### config.mk
export PLATFORM = sky130hd
export DESIGN_NAME = burst_addr_seq
export DESIGN_NICKNAME = d
export VERILOG_FILES = /design/src/rtl/burst_seq_pkg.sv /design/src/rtl/burst_beat_ctr.sv /design/src/rtl/burst_base_reg.sv /design/src/rtl/burst_order_map.sv /design/src/rtl/burst_addr_seq.sv
export SDC_FILE = /design/constraint.sdc
export NUM_CORES = 1
export LEC_CHECK = 0
export ABC_AREA = 1
export ABC_CLOCK_PERIOD_IN_PS = 1400
export BUFFER_PORTS_ARGS = -buffer_cell sky130_fd_sc_hd__buf_2
export CORE_MARGIN = 2
export CORE_UTILIZATION = 45
export DETAILED_ROUTE_END_ITERATION = 16
export GPL_ROUTABILITY_DRIVEN = 0
export GPL_TIMING_DRIVEN = 1
export PLACE_DENSITY = 0.78
export SYNTH_ARGS = -nofsm -noshare
export SYNTH_HDL_FRONTEND = slang
export SYNTH_SLANG_ARGS = --single-unit
### constraint.sdc
create_clock -name clk_i -period 1.4 [get_ports clk_i]
set_input_delay 0.28 -clock clk_i [delete_from_list [all_inputs] [get_ports clk_i]]
set_output_delay 0.28 -clock clk_i [all_outputs]
set_load 0.05 [all_outputs]
### src/rtl/burst_seq_pkg.sv
package burst_seq_pkg;
  typedef enum logic {
    ORD_LINEAR     = 1'b0,
    ORD_INTERLEAVE = 1'b1
  } burst_order_e;
endpackage

### src/rtl/burst_beat_ctr.sv
module burst_beat_ctr #(
  parameter int BURST_W = 2
) (
  input  logic               clk_i,
  input  logic               rst_ni,
  input  logic               en_i,
  input  logic               load_i,
  output logic [BURST_W-1:0] beat_o
);
  always_ff @(posedge clk_i or negedge rst_ni) begin
    if (!rst_ni)     beat_o <= '0;
    else if (en_i) begin
      if (load_i)    beat_o <= '0;
      else           beat_o <= beat_o + 1'b1;  // wraps at 2**BURST_W
    end
  end
endmodule

### src/rtl/burst_base_reg.sv
module burst_base_reg #(
  parameter int ADDR_W = 18
) (
  input  logic              clk_i,
  input  logic              rst_ni,
  input  logic              load_i,
  input  logic [ADDR_W-1:0] addr_i,
  output logic [ADDR_W-1:0] base_o
);
  always_ff @(posedge clk_i or negedge rst_ni) begin
    if (!rst_ni)     base_o <= '0;
    else if (load_i) base_o <= addr_i;
  end
endmodule

### src/rtl/burst_order_map.sv
module burst_order_map
  import burst_seq_pkg::*;
#(
  parameter int BURST_W = 2
) (
  input  burst_order_e       order_i,
  input  logic [BURST_W-1:0] start_i,
  input  logic [BURST_W-1:0] beat_i,
  output logic [BURST_W-1:0] low_o
);
  logic [BURST_W-1:0] lin_low, ilv_low;

  assign lin_low = start_i + beat_i;  // modulo 2**BURST_W
  assign ilv_low = start_i ^ beat_i;

  always_comb begin
    unique case (order_i)
      ORD_INTERLEAVE: low_o = ilv_low;
      default:        low_o = lin_low;
    endcase
  end
endmodule

### src/rtl/burst_addr_seq.sv
module burst_addr_seq
  import burst_seq_pkg::*;
#(
  parameter int ADDR_W  = 18,
  parameter int BURST_W = 2
) (
  input  logic               clk_i,
  input  logic               rst_ni,
  input  logic               clk_en_ni,
  input  logic               adv_i,
  input  logic               mode_i,
  input  logic [ADDR_W-1:0]  addr_i,
  output logic [ADDR_W-1:0]  addr_o,
  output logic [BURST_W-1:0] beat_o
);
  localparam int HI_W = ADDR_W - BURST_W;

  logic               step_en, do_load;
  logic [ADDR_W-1:0]  base_q;
  logic [BURST_W-1:0] low_d;
  burst_order_e       order;

  assign step_en = !clk_en_ni;
  assign do_load = step_en && !adv_i;
  assign order   = burst_order_e'(mode_i);

  burst_base_reg #(.ADDR_W(ADDR_W)) u_base (
    .clk_i  (clk_i),
    .rst_ni (rst_ni),
    .load_i (do_load),
    .addr_i (addr_i),
    .base_o (base_q)
  );

  burst_beat_ctr #(.BURST_W(BURST_W)) u_beat (
    .clk_i  (clk_i),
    .rst_ni (rst_ni),
    .en_i   (step_en),
    .load_i (!adv_i),
    .beat_o (beat_o)
  );

  burst_order_map #(.BURST_W(BURST_W)) u_map (
    .order_i (order),
    .start_i (base_q[BURST_W-1:0]),
    .beat_i  (beat_o),
    .low_o   (low_d)
  );

  generate
    if (HI_W > 0) begin : g_hi
      assign addr_o = {base_q[ADDR_W-1:BURST_W], low_d};
    end else begin : g_nohi
      assign addr_o = low_d;
    end
  endgenerate
endmodule

==> run_results.csv, run 1 <==
group,metric,value,unit
die,ios,43,
critical_path,reg2reg_slack,0.51,ns
route,wire_per_inst,10.6,um
critical_path,cp_slowest_stage_delay,0.40,ns
final_layout,layout_common_cells,"nand2_1, buf_2, dfrtp_1",
placement,dp_hpwl,1.33,mm
clock_network,cts_buffers,3,
timing,setup_slack,-0.261,ns
final_layout,final_cell_area,0.00117,mm^2
logic_synthesis,synthAdderAreaFrac,1.29,%
critical_path,cp_cell_sequence,"ha_4 > inv_2 > nor2_4 > nand3_2 > nand2_2 > clkinvlp_4 > buf_8",
hold_path,hold_class,"primary input to register",
logic_synthesis,synth_top_family_by_area,"simple AND/OR/NAND/NOR gates",
logic_synthesis,ys_warn_count,0,
timing,fmax,0.602,GHz
critical_path,crit_path_end_kind,"output port",
critical_path,crit_type,"register to output port",
job,max_cap_violations,0,
global_routing,grt_pass1_vias,735,
logic_synthesis,synthMuxAreaShare,0,%
clock_network,cts_max_level,1,
timing,setup-violations-final,2,
die,initial_core_util,48.6,%
route,remaining_drc_errors,0,
die,dieArea,0.00255,mm^2
timing,grt_setup_unrepaired,"true",
clock_network,cts_tree,"yes",
logic_synthesis,synthCells,116,
logic_synthesis,synth_top_cell_area_share,51.5,%
logic_synthesis,syn_area_per_cell,8.38,um^2
hold_path,min_path_cells,3,
timing,slew-limit-headroom,70.5,%
route,drt_pass1_iterations,4,
logic_synthesis,synth_fp_nets,140,
timing,period_minus_slack,1.66,ns
critical_path,crit_arrival,1.38,ns
route,num_vias,774,
outcome,status,"finished, violations left",
final_layout,drive_above_1_share,39.5,%
critical_path,required,1.12,ns
die,die_w,50.5,um
route,avgViaCountPerCell,4.45,
critical_path,slowest_stage,"dfrtp_1",
power_and_ir_drop,finalPower,1.73,mW
global_routing,grt_pass1_wl,2.94,mm
clock_network,clockBufferDepth,2,
logic_synthesis,synthXorXnorAreaFrac,0,%
global_routing,grt.total_usage,15.1,%
timing,finalSetupTns,-0.277,ns
logic_synthesis,ys_ff_latch,20,
logic_synthesis,yosysTopAreaCell,"dfrtp_1",
clock_network,post_cts_buffers,0,
route,wirelength,1.85,mm
die,rows,16,
critical_path,crit_fanout,2,
placement,placed_area,0.00109,mm^2
timing,finClkSkew,0.000319,ns
logic_synthesis,synth_cell_types,13,
power_and_ir_drop,p_leak,0.674,nW
critical_path,r2r_cells,3,
power_and_ir_drop,ir_drop,0.709,mV
critical_path,cp-start-kind,"register",
global_routing,grt_overflow,0,
final_layout,antenna_cells,0,
placement,dp_slack,0.00859,ns
route,drt_iter0_markers,14,
power_and_ir_drop,pwr_density_cell,1480,mW/mm^2
placement,port_buffers,42,
timing,min_period_over_period,119,%
logic_synthesis,synth-compound-area-share,2.06,%
logic_synthesis,synth_area_leaders,"dfrtp_1, nand2_1, buf_4, buf_6, inv_1",
final_layout,fillerInstances,181,
clock_network,cts_root_buffer,"clkbuf_4",
timing,tightest_slew,0.443,ns
global_routing,grt_max_degree,21,
global_routing,antenna_found_initial,0,
final_layout,nets,172,
die,core,0.00200,mm^2
logic_synthesis,synth_area,972,um^2
clock_network,clock_latency,0.29,ns
die,fp.dieH,50.5,um
final_layout,final_common_cell,"nand2_1",
route,ant_nets,0,
clock_network,clock-sinks,20,
outcome,violations,"setup timing",
clock_network,clk_pin_slew,0.11,ns
logic_synthesis,synthSimpleGateAreaFrac,25.7,%
logic_synthesis,yosysSeqAreaShare,51.5,%
timing,slew_violations,0,
final_layout,area_growth,20.2,%
timing,final-hold-violation-count,0,
sequential cells by signal, indices dropped and copies added (netlist names):
name	count
u_base.base_o	18
u_beat.beat_o	2
routing by layer:
layer / GRT usage, % / wire length (um) / vias to the layer above
met5: 0 / 0 / -
met2: 27.6 / 946 / 27
met1: 17.4 / 794 / 352
li1: - / - / 395
met3: 3.57 / 108 / 0
met4: 4.05 / 0 / 0
path summary, 6_finish.rpt:
check                                 start          endpoint
min reg2reg                u_base.base_o[7]  u_base.base_o[7]
max reg2reg                u_beat.beat_o[0]  u_beat.beat_o[1]
max in group asynchronous            rst_ni  u_beat.beat_o[0]
max                        u_base.base_o[0]         addr_o[1]
min                               addr_i[7]  u_base.base_o[7]
min in group asynchronous            rst_ni  u_base.base_o[9]
timing repair:
action,4_1_cts,5_1_grt
resized for setup,6,7
hold endpoints to repair,20,0
hold buffers,1,0
pin swaps,0,4
endpoints found under the setup margin,2,3
layout make-up:
| type | instances | area, um^2 | area share, % |
|---|---|---|---|
| Clock buffer | 4 | 26.3 | 2.25 |
| Multi-Input combinational cell | 70 | 310 | 26.6 |
| Tap cell | 27 | 33.8 | 2.89 |
| Inverter | 7 | 30.0 | 2.57 |
| Timing Repair Buffer | 46 | 265 | 22.7 |
| Sequential cell | 20 | 503 | 43.0 |
synth_stat cells (all sizes together):
master and n:
nand2 59, dfrtp 20, buf 19, inv 7
a21oi 3, nand3 3, nor2 3, ha 1
o21ai 1
through the flow:
step	utilization (%)	hold slack, ns	instances
floorplan	-	-0.0156	116
CTS	57.4	0.182	174
finish	58.4	0.190	174
detailed placement	54.7	0.246	169
global placement	54.7	0.246	169
global route	58.4	0.169	174
cell families (layout without fill, tap and decap cells):
kind of cell,Yosys count,in the layout
AO/OA/AOI/OAI,4,4
adder cells (fa/ha/maj),1,1
buffers and inverters,26,57
flip-flops,20,20
AND/OR/NAND/NOR,65,65
critical path, delay by kind of cell, from the launching register on:
kind / cells / cell delay [ns]
adders and majority gates: 1 / 0.15
buffers and inverters: 3 / 0.28
DFF: 1 / 0.40
and+or+nand+nor: 3 / 0.27
power by group:
| part | internal [mW] | switching (mW) |
|---|---|---|
| Sequential | 0.661 | 0.0544 |
| Combinational | 0.223 | 0.521 |
| Clock | 0.111 | 0.158 |
| Total | 0.995 | 0.733 |
Power figures use the tool's default switching activity.
==> inputs of run 2 (changes only) <==
--- a/config.mk
+++ b/config.mk
@@ -13,7 +13,8 @@
 export DETAILED_ROUTE_END_ITERATION = 16
 export GPL_ROUTABILITY_DRIVEN = 0
 export GPL_TIMING_DRIVEN = 1
-export PLACE_DENSITY = 0.78
+export PLACE_DENSITY = 0.77
+export SKIP_CTS_REPAIR_TIMING = 1
 export SYNTH_ARGS = -nofsm -noshare
 export SYNTH_HDL_FRONTEND = slang
 export SYNTH_SLANG_ARGS = --single-unit
==> run_results.csv, run 2 (same netlist as run 1, synthesis figures left out) <==
group,metric,value,unit
outcome,status,"finished, violations left",
outcome,violations,"setup timing",
final_layout,area_growth,21.2,%
timing,finClkSkew,0.0000700,ns
placement,dp_hpwl,1.29,mm
clock_network,clock_latency,0.29,ns
timing,fmax,0.600,GHz
timing,tightest_slew,0.422,ns
timing,setup-violations-final,2,
critical_path,r2r_start,"u_beat.beat_o[0]",
clock_network,cts_tree,"yes",
route,wire_per_inst,10.3,um
timing,setup_slack,-0.266,ns
critical_path,r2r_cells,3,
power_and_ir_drop,combPwrFrac,41.7,%
critical_path,crit_path_end_kind,"output port",
final_layout,nets,172,
critical_path,crit_type,"register to output port",
power_and_ir_drop,clkPwrFrac,18.2,%
final_layout,largestRegisters,"u_base.base_o x18, u_beat.beat_o x2",
hold_path,worstHoldEndpoint,"u_base.base_o[5]",
final_layout,layout_common_cells,"nand2_1, buf_2, dfrtp_1",
final_layout,antenna_cells,0,
die,core,0.00200,mm^2
clock_network,clk_pin_slew,0.11,ns
clock_network,cts_buffers,3,
critical_path,cp-start-kind,"register",
route,wirelength,1.80,mm
route,drt_pass1_iterations,4,
timing,slew_violations,0,
route,drt_iter0_markers,9,
critical_path,crit_arrival,1.39,ns
power_and_ir_drop,p_sw,0.745,mW
clock_network,cts_max_level,1,
job,max_cap_violations,0,
timing,min_period_over_period,119,%
critical_path,crit_fanout,2,
route,avgViaCountPerCell,4.50,
hold_path,hold_path_startpoint,"addr_i[5]",
final_layout,fin_util,58.9,%
hold_path,min_path_cells,3,
critical_path,required,1.12,ns
power_and_ir_drop,pwr_density_cell,1520,mW/mm^2
final_layout,regMostFlops,"u_base.base_o",
critical_path,crit_path_start,"u_beat.beat_o[0]",
clock_network,cts_root_buffer,"clkbuf_4",
global_routing,grt_overflow,0,
power_and_ir_drop,power_frac_seq,40.1,%
critical_path,reg2reg_slack,0.48,ns
final_layout,largest_register_ffs,18,
placement,port_buffers,42,
placement,dp.cells,169,
route,ant_nets,0,
critical_path,worst_r2r_endpoint,"u_beat.beat_o[1]",
global_routing,grt_max_degree,21,
die,die_w,50.5,um
global_routing,grt_pass1_wl,3.08,mm
power_and_ir_drop,p_int,1.04,mW
final_layout,drive_above_1_share,40.1,%
power_and_ir_drop,netSwitchingFraction,41.7,%
critical_path,slowest_stage,"dfrtp_2",
timing,period_minus_slack,1.67,ns
clock_network,clockBufferDepth,2,
hold_path,hold_class,"primary input to register",
global_routing,antenna_found_initial,0,
die,initial_core_util,48.6,%
route,num_vias,783,
final_layout,fillerInstances,169,
timing,slew-limit-headroom,71.8,%
die,ios,43,
power_and_ir_drop,ir_drop,0.786,mV
die,fp.dieH,50.5,um
final_layout,seq_area,503,um^2
timing,finalSetupTns,-0.290,ns
global_routing,grt_pass1_vias,746,
clock_network,clock-sinks,20,
critical_path,cp_slowest_stage_delay,0.44,ns
timing,grt_setup_unrepaired,"true",
final_layout,fin_cells,174,
global_routing,grt.total_usage,15.9,%
die,dieArea,0.00255,mm^2
power_and_ir_drop,p_leak,0.680,nW
final_layout,multi_input_comb_area,310,um^2
die,rows,16,
critical_path,cp_cell_sequence,"ha_4 > nand2_1 > nand3_1 > nand2_2 > clkinvlp_4 > buf_8",
route,remaining_drc_errors,0,
final_layout,final_common_cell,"nand2_1",
timing,final-hold-violation-count,0,
[run 2: cell type report]
class | instances | area share [%]
inverters | 7 | 2.55
clock buffers | 4 | 3.08
well taps | 27 | 2.87
repair buffers | 46 | 22.5
multi-input cells | 70 | 26.3
flip-flops and latches | 20 | 42.7
[run 2: worst max-delay path by stage]
stage	end	slack [ns]	depth (start not counted)
6_report	addr_o[1]	-0.27	6
4_1_cts	addr_o[1]	-0.32	7
3_3_place_gp	addr_o[1]	0.06	7
5_1_grt	addr_o[1]	-0.35	7
3_5_place_dp	addr_o[1]	0.03	7
2_1_floorplan	addr_o[1]	-0.11	6
[run 2: through the flow]
stage          hold slack [ns]  power, mW  area, um^2  setup slack [ns]
2_1_floorplan          -0.0156       1.33         991            -0.106
3_3_place_gp             0.242       1.38        1090            0.0629
3_5_place_dp             0.247       1.39        1090            0.0254
4_1_cts                -0.0862       1.72        1130            -0.318
5_1_grt                  0.173       1.89        1180            -0.353
6_report                 0.181       1.79        1180            -0.266
[run 2: power by group through the flow]
stage	sequential, mW	clock (mW)	combinational, mW
global route	0.730	0.363	0.796
detailed placement	0.726	0	0.668
CTS	0.715	0.335	0.668
finish	0.716	0.326	0.745
floorplan	0.781	0	0.549
global placement	0.723	0	0.655
[run 2: critical path, delay by kind of cell, from the launching register on]
family	cells	cell delay, ns
adder cells (fa/ha/maj)	1	0.17
buffers and inverters	2	0.23
flip-flops	1	0.44
AND/OR/NAND/NOR	3	0.25
[run 2: per-layer routing]
layer  vias to the layer above  share of wire (%)  GRT usage (%)
li1                        394                  -              -
met2                        30                 50           24.8
met5                         -                  0              0
met1                       357                 42           20.7
met3                         2                6.3           3.57
met4                         0                1.1           8.11
